$ cat config.mk
export PLATFORM = sky130hd
export DESIGN_NAME = ovl_pair_seq
export DESIGN_NICKNAME = d
export VERILOG_FILES = /design/src/rtl/ovl_pkg.sv /design/src/rtl/ovl_lane_mem.sv /design/src/rtl/ovl_wrctl.sv /design/src/rtl/ovl_rdseq.sv /design/src/rtl/ovl_pair_seq.sv
export SDC_FILE = /design/constraint.sdc
export NUM_CORES = 1
export LEC_CHECK = 0
export ABC_AREA = 1
export BUFFER_PORTS_ARGS = -buffer_cell sky130_fd_sc_hd__buf_2
export CORE_UTILIZATION = 40
export DETAILED_ROUTE_END_ITERATION = 16
export HOLD_SLACK_MARGIN = 0.02
export PLACE_DENSITY_LB_ADDON = 0.1
export SLEW_MARGIN = 20
export SYNTH_ARGS = -nofsm -noshare
export SYNTH_HDL_FRONTEND = slang
export SYNTH_SLANG_ARGS = --single-unit
export TNS_END_PERCENT = 50
$ cat constraint.sdc
create_clock -name clk -period 7.4 [get_ports clk]
set_clock_uncertainty 0.1 [all_clocks]
set_input_delay 0.37 -clock clk [delete_from_list [all_inputs] [get_ports clk]]
set_output_delay 0.37 -clock clk [all_outputs]
set_load 0.03 [all_outputs]
$ cat src/rtl/ovl_pkg.sv
`timescale 1ns/1ps
package ovl_pkg;

  typedef enum logic [1:0] {
    OVL_NONE    = 2'd0,
    OVL_HALF    = 2'd1,
    OVL_QUARTER = 2'd2,
    OVL_RSVD    = 2'd3
  } ovl_mode_e;

  // advance of the start point between pairs of one group, in quarter blocks
  function automatic logic [2:0] quarter_step(input ovl_mode_e m);
    case (m)
      OVL_HALF:    return 3'd2;
      OVL_QUARTER: return 3'd1;
      default:     return 3'd4;
    endcase
  endfunction

endpackage

$ cat src/rtl/ovl_lane_mem.sv
`timescale 1ns/1ps
module ovl_lane_mem #(
  parameter int W  = 12,
  parameter int AW = 6
) (
  input  logic          clk,
  input  logic          we,
  input  logic [AW-1:0] waddr,
  input  logic [W-1:0]  wdata,
  input  logic          re,
  input  logic [AW-1:0] raddr,
  output logic [W-1:0]  rdata
);
  localparam int DEPTH = 1 << AW;

  logic [W-1:0] mem [DEPTH];

  // simple dual port, registered read: maps onto one block RAM
  always_ff @(posedge clk) begin
    if (we) mem[waddr] <= wdata;
    if (re) rdata <= mem[raddr];
  end
endmodule

$ cat src/rtl/ovl_wrctl.sv
`timescale 1ns/1ps
module ovl_wrctl #(
  parameter int CNT_W = 8,
  parameter int DEPTH = 64
) (
  input  logic             clk,
  input  logic             rst,
  input  logic             in_valid,
  input  logic [CNT_W-1:0] base,
  output logic [CNT_W-1:0] wr_cnt,
  output logic             we,
  output logic             overflow
);
  logic [CNT_W-1:0] occ;
  logic             full;

  assign occ  = wr_cnt - base;
  assign full = (occ == CNT_W'(DEPTH));
  assign we   = in_valid && !full;

  always_ff @(posedge clk) begin
    if (rst) begin
      wr_cnt   <= '0;
      overflow <= 1'b0;
    end else begin
      if (we) wr_cnt <= wr_cnt + 1'b1;
      if (in_valid && full) overflow <= 1'b1;
    end
  end
endmodule

$ cat src/rtl/ovl_rdseq.sv
`timescale 1ns/1ps
module ovl_rdseq
  import ovl_pkg::*;
#(
  parameter int N     = 16,
  parameter int TAG_W = 8,
  parameter int CNT_W = 8,
  parameter int AW    = 6
) (
  input  logic             clk,
  input  logic             rst,
  input  logic [CNT_W-1:0] wr_cnt,
  input  ovl_mode_e        mode_in,
  output logic [CNT_W-1:0] base,
  output logic             ren,
  output logic [AW-1:0]    raddr_re,
  output logic [AW-1:0]    raddr_im,
  output logic             out_valid,
  output logic             out_sob,
  output logic [1:0]       out_phase,
  output logic [TAG_W-1:0] out_group
);
  localparam int LOG_N = $clog2(N);

  logic [1:0]       q;
  logic [LOG_N-1:0] idx;
  ovl_mode_e        mode_q;
  logic [TAG_W-1:0] group;

  ovl_mode_e        eff_mode;
  logic             first_elem;
  logic             last_elem;
  logic [CNT_W-1:0] off;
  logic [CNT_W-1:0] need;
  logic [CNT_W-1:0] avail;
  logic [2:0]       nq;

  assign first_elem = (q == 2'd0) && (idx == '0);
  assign last_elem  = (idx == LOG_N'(N - 1));
  assign eff_mode   = first_elem ? mode_in : mode_q;
  assign off        = CNT_W'(q) << (LOG_N - 2);
  assign need       = CNT_W'(N) + off + CNT_W'(idx);
  assign avail      = wr_cnt - base;
  assign ren        = (avail > need);
  assign nq         = {1'b0, q} + quarter_step(eff_mode);
  assign raddr_re   = AW'(base + off + CNT_W'(idx));
  assign raddr_im   = raddr_re + AW'(N);

  always_ff @(posedge clk) begin
    if (rst) begin
      base      <= '0;
      q         <= '0;
      idx       <= '0;
      mode_q    <= OVL_NONE;
      group     <= '0;
      out_valid <= 1'b0;
      out_sob   <= 1'b0;
      out_phase <= '0;
      out_group <= '0;
    end else begin
      out_valid <= ren;
      if (ren) begin
        out_sob   <= (idx == '0);
        out_phase <= q;
        out_group <= group;
        if (first_elem) mode_q <= mode_in;
        if (last_elem) begin
          idx <= '0;
          if (nq[2]) begin
            q     <= '0;
            base  <= base + CNT_W'(2 * N);
            group <= group + 1'b1;
          end else begin
            q <= nq[1:0];
          end
        end else begin
          idx <= idx + 1'b1;
        end
      end
    end
  end
endmodule

$ cat src/rtl/ovl_pair_seq.sv
`timescale 1ns/1ps
module ovl_pair_seq
  import ovl_pkg::*;
#(
  parameter int N     = 16,
  parameter int W     = 12,
  parameter int TAG_W = 8
) (
  input  logic             clk,
  input  logic             rst,
  input  logic             in_valid,
  input  logic [W-1:0]     in_data,
  input  logic [1:0]       mode,
  output logic             out_valid,
  output logic [W-1:0]     out_re,
  output logic [W-1:0]     out_im,
  output logic             out_sob,
  output logic [1:0]       out_phase,
  output logic [TAG_W-1:0] out_group,
  output logic             overflow
);
  localparam int LOG_N = $clog2(N);
  localparam int AW    = LOG_N + 2;
  localparam int DEPTH = 1 << AW;
  localparam int CNT_W = AW + 2;

  logic [CNT_W-1:0] wr_cnt;
  logic [CNT_W-1:0] base;
  logic             we;
  logic             ren;
  logic [AW-1:0]    raddr [2];
  logic [W-1:0]     rdata [2];

  ovl_wrctl #(.CNT_W(CNT_W), .DEPTH(DEPTH)) u_wr (
    .clk(clk), .rst(rst), .in_valid(in_valid), .base(base),
    .wr_cnt(wr_cnt), .we(we), .overflow(overflow)
  );

  ovl_rdseq #(.N(N), .TAG_W(TAG_W), .CNT_W(CNT_W), .AW(AW)) u_seq (
    .clk(clk), .rst(rst), .wr_cnt(wr_cnt), .mode_in(ovl_mode_e'(mode)),
    .base(base), .ren(ren), .raddr_re(raddr[0]), .raddr_im(raddr[1]),
    .out_valid(out_valid), .out_sob(out_sob), .out_phase(out_phase),
    .out_group(out_group)
  );

  // lane 0 feeds the real output, lane 1 the imaginary output
  for (genvar l = 0; l < 2; l++) begin : g_lane
    ovl_lane_mem #(.W(W), .AW(AW)) u_mem (
      .clk(clk), .we(we), .waddr(wr_cnt[AW-1:0]), .wdata(in_data),
      .re(ren), .raddr(raddr[l]), .rdata(rdata[l])
    );
  end

  assign out_re = rdata[0];
  assign out_im = rdata[1];
endmodule

==> flow_summary_export.csv, run 1 <==
group,metric,value,unit
hold_path,holdCritPathClass,"in -> reg",
sta,maxSlewHeadroom,0.2451,
route,drc,0,
synth,synth_ff_type,"edfxtp_1",
layout,area_growth,10.99,%
sta,finalHoldWorstSlack,57.46,ps
synth,synth_edf_count,792,
placement,portBuffers,53,
route,wl_per_cell,23.48,um
worst_setup_path,worst-endpoint-arrival,4730,ps
layout,mostFrequentLayoutCell,"edfxtp_1",
worst_setup_path,max_stage_delay,1190,ps
floorplan,initial_core_util,0.4033,
worst_setup_path,crit_required,7560,ps
global_routing,grt_pass1_vias,22480,
clock_network,cts_tree,"done",
synth,yosysUniqueCellTypes,28,
outcome,outcome,"complete, no violations",
layout,n_antenna_cell,0,
power,pwr-share-clk,0.444,
route,vias_per_cell,5.298,
synth,synth_area_leaders,"edfxtp_1 68%, nand2_1 7.3%, nor2_1 5.4%",
synth,syn-cell-area,34940,sq um
floorplan,die_h,297.5,um
layout,final_util,0.4477,
clock_network,clkLatencyLatePin,650,ps
synth,syn-num-nets,3166,
sta,hold_violations,0,
synth,async_flop_share,0,
power,power_switching,2.012,mW
layout,final_cell_mix,"792 x edfxtp_1, 679 x nand2_1, 476 x nor2_1",
worst_setup_path,cp_max_fo,13,
synth,ys_ff_latch,832,
layout,finalInstanceArea,38780,sq um
global_routing,grt_max_degree,203,
power,seqPwrFrac,0.538,
route,first_pass_iters,7,
synth,yosysSeqAreaShare,0.7037,
sta,worst_pin_slew,1128,ps
clock_network,clk_pin_slew_worst_paths,60,ps
sta,clock.fmax,218.6,MHz
floorplan,ioPinCount,54,
clock_network,cts_num_sinks,832,
synth,ys_warn_count,0,
clock_network,htree_levels,3,
floorplan,rows,108,
power,combPwrFrac,0.019,
synth,postSynthCellCount,3130,
global_routing,grt_util_all_layers,0.2299,
worst_setup_path,crit_chain,"inv_1, ha_1, inv_1, fa_1, nand4_1, nor3_1, nand2_1, nand2_2, inv_2, nand4_1, nor2_1",
placement,dpl_cell_area,35990,sq um
clock_network,clk_path_buf_depth,3,
flow_run,cap_violations,0,
placement,hpwl,60690,um
sta,setup_viol,0,
floorplan,coreArea,86620,sq um
floorplan,die-area,88530,sq um
sta,period_minus_slack,4574,ps
sta,drv_slew,0,
power,p_sw_frac,0.2094,
clock_network,numCtsBuffers,88,
floorplan,fp.dieW,297.5,um
layout,fillCellCount,7975,
layout,finalNetCount,3164,
sta,finalCritPeriodShare,0.6181,
route,ant_nets,0,
power,finalPower,9.608,mW
worst_setup_path,crit_slowest_cell,"nor2_1",
global_routing,grt_pass1_wl,150900,um
sta,tns,0,ps
global_routing,gr-total-overflow,0,
worst_setup_path,start_kind,"register",
worst_setup_path,endpoint_kind,"register",
power,leakage,13.69,nW
power,intPower,7.596,mW
worst_setup_path,path_class,"reg -> reg",
synth,synth_area_per_cell,11.16,sq um
route,drtIter0Drc,2110,
clock_network,cts-root-buf,"clkbuf_16",
route,routed_wl,102200,um
placement,place_congestion,0.8643,
global_routing,antenna_found_initial,3,
synth,synth_top_cell_by_area,"edfxtp_1",
route,via_count,23060,
layout,drive_gt1_frac,0.07755,
power,p_per_area,247.8,nW/um^2
power,peakVddDrop,181.4,uV
synth,yosys.area.top_type_share,0.6808,
sta,rsz0062_at_grt,"no",
[worst max-delay path: cells and delay by family, from the launching register on]
family,cells,cell delay [ps]
and+or+nand+nor,6,2480
adders and majority gates,2,670
DFF,1,470
buffers and inverters,3,460
[path summary, 6_finish.rpt]
check	from	to	slack [ps]	depth (start not counted)
worst max-delay path	u_wr.wr_cnt[5]	g_lane[1].u_mem.mem[20][8]	2830	11
worst min-delay path	in_data[10]	g_lane[1].u_mem.mem[45][10]	60	1
worst max register to register	u_wr.wr_cnt[5]	g_lane[1].u_mem.mem[20][8]	2830	11
worst min register to register	u_wr.overflow	u_wr.overflow	350	2
[sequential cells by signal, indices dropped and copies added, names as in the netlist]
signal and cells:
g_lane.u_mem.mem 768, g_lane.u_mem.rdata 24, u_seq.group 8, u_seq.out_group 8
u_wr.wr_cnt 8, u_seq.idx 4, u_seq.base 3, u_seq.mode_q 2
u_seq.out_phase 2, u_seq.q 2, u_seq.out_sob 1, u_seq.out_valid 1
u_wr.overflow 1
[cell usage after synthesis, types with 8 or more instances]
master	n
o21ai_1	58
nand3_1	316
nor2_1	507
buf_4	18
inv_2	8
o21ai_0	159
clkbuf_1	53
buf_6	24
o211ai_1	105
nand2_1	680
buf_2	51
a21oi_1	38
edfxtp_1	792
ha_1	16
inv_1	200
buf_1	29
dfxtp_1	40
[area by class of cell]
cell class                      instances  area [sq um]  share of cell area
Clock buffer                          114          2342             0.06040
Timing Repair Buffer                   84         525.5             0.01355
Sequential cell                       832         24590              0.6342
Tap cell                             1155          1445             0.03727
Multi-Input combinational cell       1914          8698              0.2243
Inverter                              208         797.0             0.02055
Clock inverter                         46         376.6            0.009713
[layer usage]
metal	GRT usage	vias up	wire (um)
li1	-	10750	-
met1	0.3460	11420	47740
met2	0.3508	761	46040
met3	0.02848	129	6097
met4	0.05952	0	2327
met5	0	-	0
[logic make-up after synthesis]
family / after synthesis / share of synthesized area
DFF: 832 / 0.7037
AOI/OAI and AO/OA: 361 / 0.05931
xor gates and xnor gates: 9 / 0.002256
buffers and inverters: 384 / 0.05050
adders and majority gates: 19 / 0.007449
and+or+nand+nor: 1525 / 0.1768
[power by group through the flow]
stage          Clock (mW)  Sequential, mW  Combinational [mW]
2_1_floorplan           0            5.27              0.0373
3_3_place_gp            0            5.27               0.179
3_5_place_dp            0            5.27               0.179
4_1_cts              4.32            5.17               0.180
5_1_grt              4.48            5.17               0.189
6_report             4.26            5.17               0.178
[metrics by stage]
| stage | std cells | setup WS, ps |
|---|---|---|
| after global placement | 4192 | 2942 |
| after detailed placement | 4192 | 2834 |
| after CTS | 4353 | 2844 |
| final | 4353 | 2826 |
| after floorplan | 3130 | 4041 |
| after global routing | 4353 | 2604 |
[repair_timing]
item	CTS	global route
setup buffers	0	0
hold buffers	1	0
gates resized for setup	0	0
endpoints found under the hold margin	1	0
endpoints found under the setup margin	0	0
No activity file was read; power rests on OpenSTA's default activity.
==> run 2: changes to the inputs <==
- clock period: 7.4 -> 3.8 ns (I/O delays scaled with it)
==> flow_summary_export.csv, run 2 (synthesis results as in run 1) <==
group,metric,value,unit
sta,maxSlewHeadroom,0.2762,
placement,place_congestion,0.8587,
worst_setup_path,start_kind,"register",
floorplan,die_h,297.5,um
clock_network,cts_tree,"done",
layout,largest_reg_flops,768,
global_routing,grt_util_all_layers,0.2292,
route,via_count,23440,
flow_run,cap_violations,0,
global_routing,antenna_found_initial,0,
route,ant_nets,0,
layout,area_growth,13.65,%
route,first_pass_iters,6,
layout,drive_gt1_frac,0.09511,
sta,clock.fmax,283.1,MHz
route,vias_per_cell,5.271,
sta,finalCritPeriodShare,0.9296,
sta,worst_slack,267.7,ps
clock_network,cts-root-buf,"clkbuf_16",
sta,period_minus_slack,3532,ps
placement,post-place-ws,237.8,ps
sta,worst_pin_slew,1082,ps
floorplan,initial_core_util,0.4033,
global_routing,gr-total-overflow,0,
power,p_per_area,483.8,nW/um^2
layout,fin_cells,4447,
global_routing,grt_pass1_wl,150200,um
route,drtIter0Drc,2307,
layout,multi_input_area,8633,sq um
clock_network,cts_num_sinks,832,
clock_network,numCtsBuffers,93,
hold_path,holdCritPathClass,"in -> reg",
power,leakage,14.26,nW
floorplan,rows,108,
clock_network,cts_setup_buffers,0,
outcome,outcome,"complete, no violations",
placement,hpwl,62600,um
worst_setup_path,cp_max_fo,13,
sta,drv_slew,0,
route,routed_wl,101600,um
clock_network,htree_levels,3,
floorplan,fp.dieW,297.5,um
placement,portBuffers,53,
layout,reg_top3,"g_lane.u_mem.mem: 768 flops, g_lane.u_mem.rdata: 24 flops",
floorplan,ioPinCount,54,
worst_setup_path,endpoint_kind,"register",
sta,tns,0,ps
floorplan,coreArea,86620,sq um
placement,dp.cells,4265,
layout,fillCellCount,7968,
route,wl_per_cell,22.86,um
layout,final_cell_mix,"792 x edfxtp_1, 679 x nand2_1, 500 x nor2_1",
sta,hold_violations,0,
global_routing,grt_max_degree,192,
global_routing,grt_pass1_vias,22790,
floorplan,die-area,88530,sq um
worst_setup_path,crit_required,3940,ps
worst_setup_path,worst-endpoint-arrival,3670,ps
clock_network,clk_path_buf_depth,3,
layout,mostFrequentLayoutCell,"edfxtp_1",
sta,setup_viol,0,
clock_network,clkLatencyLatePin,650,ps
clock_network,clk_pin_slew_worst_paths,60,ps
power,peakVddDrop,363.7,uV
layout,register_area,24590,sq um
sta,rsz0062_at_grt,"no",
worst_setup_path,path_class,"reg -> reg",
layout,finalNetCount,3253,
route,drc,0,
layout,top_register,"g_lane.u_mem.mem",
## run 2: critical path, cell delays in order, from the launching register on
cell,delay [ps]
dfxtp_1,470
inv_1,100
ha_1,190
inv_1,70
fa_1,440
nand4_1,110
nor3_1,60
nand2_1,100
nand2_2,60
inv_2,180
nand4_1,210
buf_4,260
nor2_1,780
## run 2: report_power, final
group	internal [mW]	switching, mW	total [mW]
logic	0.0658	0.313	0.379
registers	10.1	0.00894	10.1
clock network	5.13	3.63	8.76
total	15.3	3.95	19.2
## run 2: per-stage QoR
| stage | cell area, sq um | hold slack [ps] | power (mW) | utilization |
|---|---|---|---|---|
| after global placement | 36600 | 349.9 | 10.63 | 0.4226 |
| after CTS | 39690 | 77.74 | 19.36 | 0.4582 |
| after floorplan | 34940 | 188.9 | 10.33 | - |
| final | 39700 | 110.8 | 19.21 | 0.4584 |
| after global routing | 39700 | 84.46 | 19.73 | 0.4583 |
| after detailed placement | 36610 | 353.6 | 10.63 | 0.4226 |
## run 2: path summary, 6_finish.rpt
check                           depth (start not counted)  slack (ps)                     endpoint               start
worst min-delay path                                    1         110  g_lane[1].u_mem.mem[42][10]         in_data[10]
worst max-delay path                                   12         270    g_lane[1].u_mem.mem[0][1]      u_wr.wr_cnt[5]
worst min register to register                          2         360           u_seq.out_phase[1]  u_seq.out_phase[1]
worst max register to register                         12         270    g_lane[1].u_mem.mem[0][1]      u_wr.wr_cnt[5]
## run 2: routing by layer
layer	track usage	vias up	part of all wire
li1	-	10930	-
met4	0.06075	0	0.022
met3	0.03469	127	0.059
met1	0.3313	11700	0.46
met2	0.3600	679	0.46
met5	0	-	0
## run 2: final cells by class
type                            instances  area share
Multi-Input combinational cell       1914      0.2174
Timing Repair Buffer                  168     0.03202
Tap cell                             1155     0.03640
Sequential cell                       832      0.6194
Clock buffer                          118     0.06413
Antenna cell                            1  0.00006303
Inverter                              208     0.02007
Clock inverter                         51     0.01049
## run 2: what timing repair did
item                                    in CTS  in global routing
resized for setup                            0                  1
hold buffers                                12                  0
hold endpoints to repair                   133                  0
endpoints found under the setup margin       0                  1
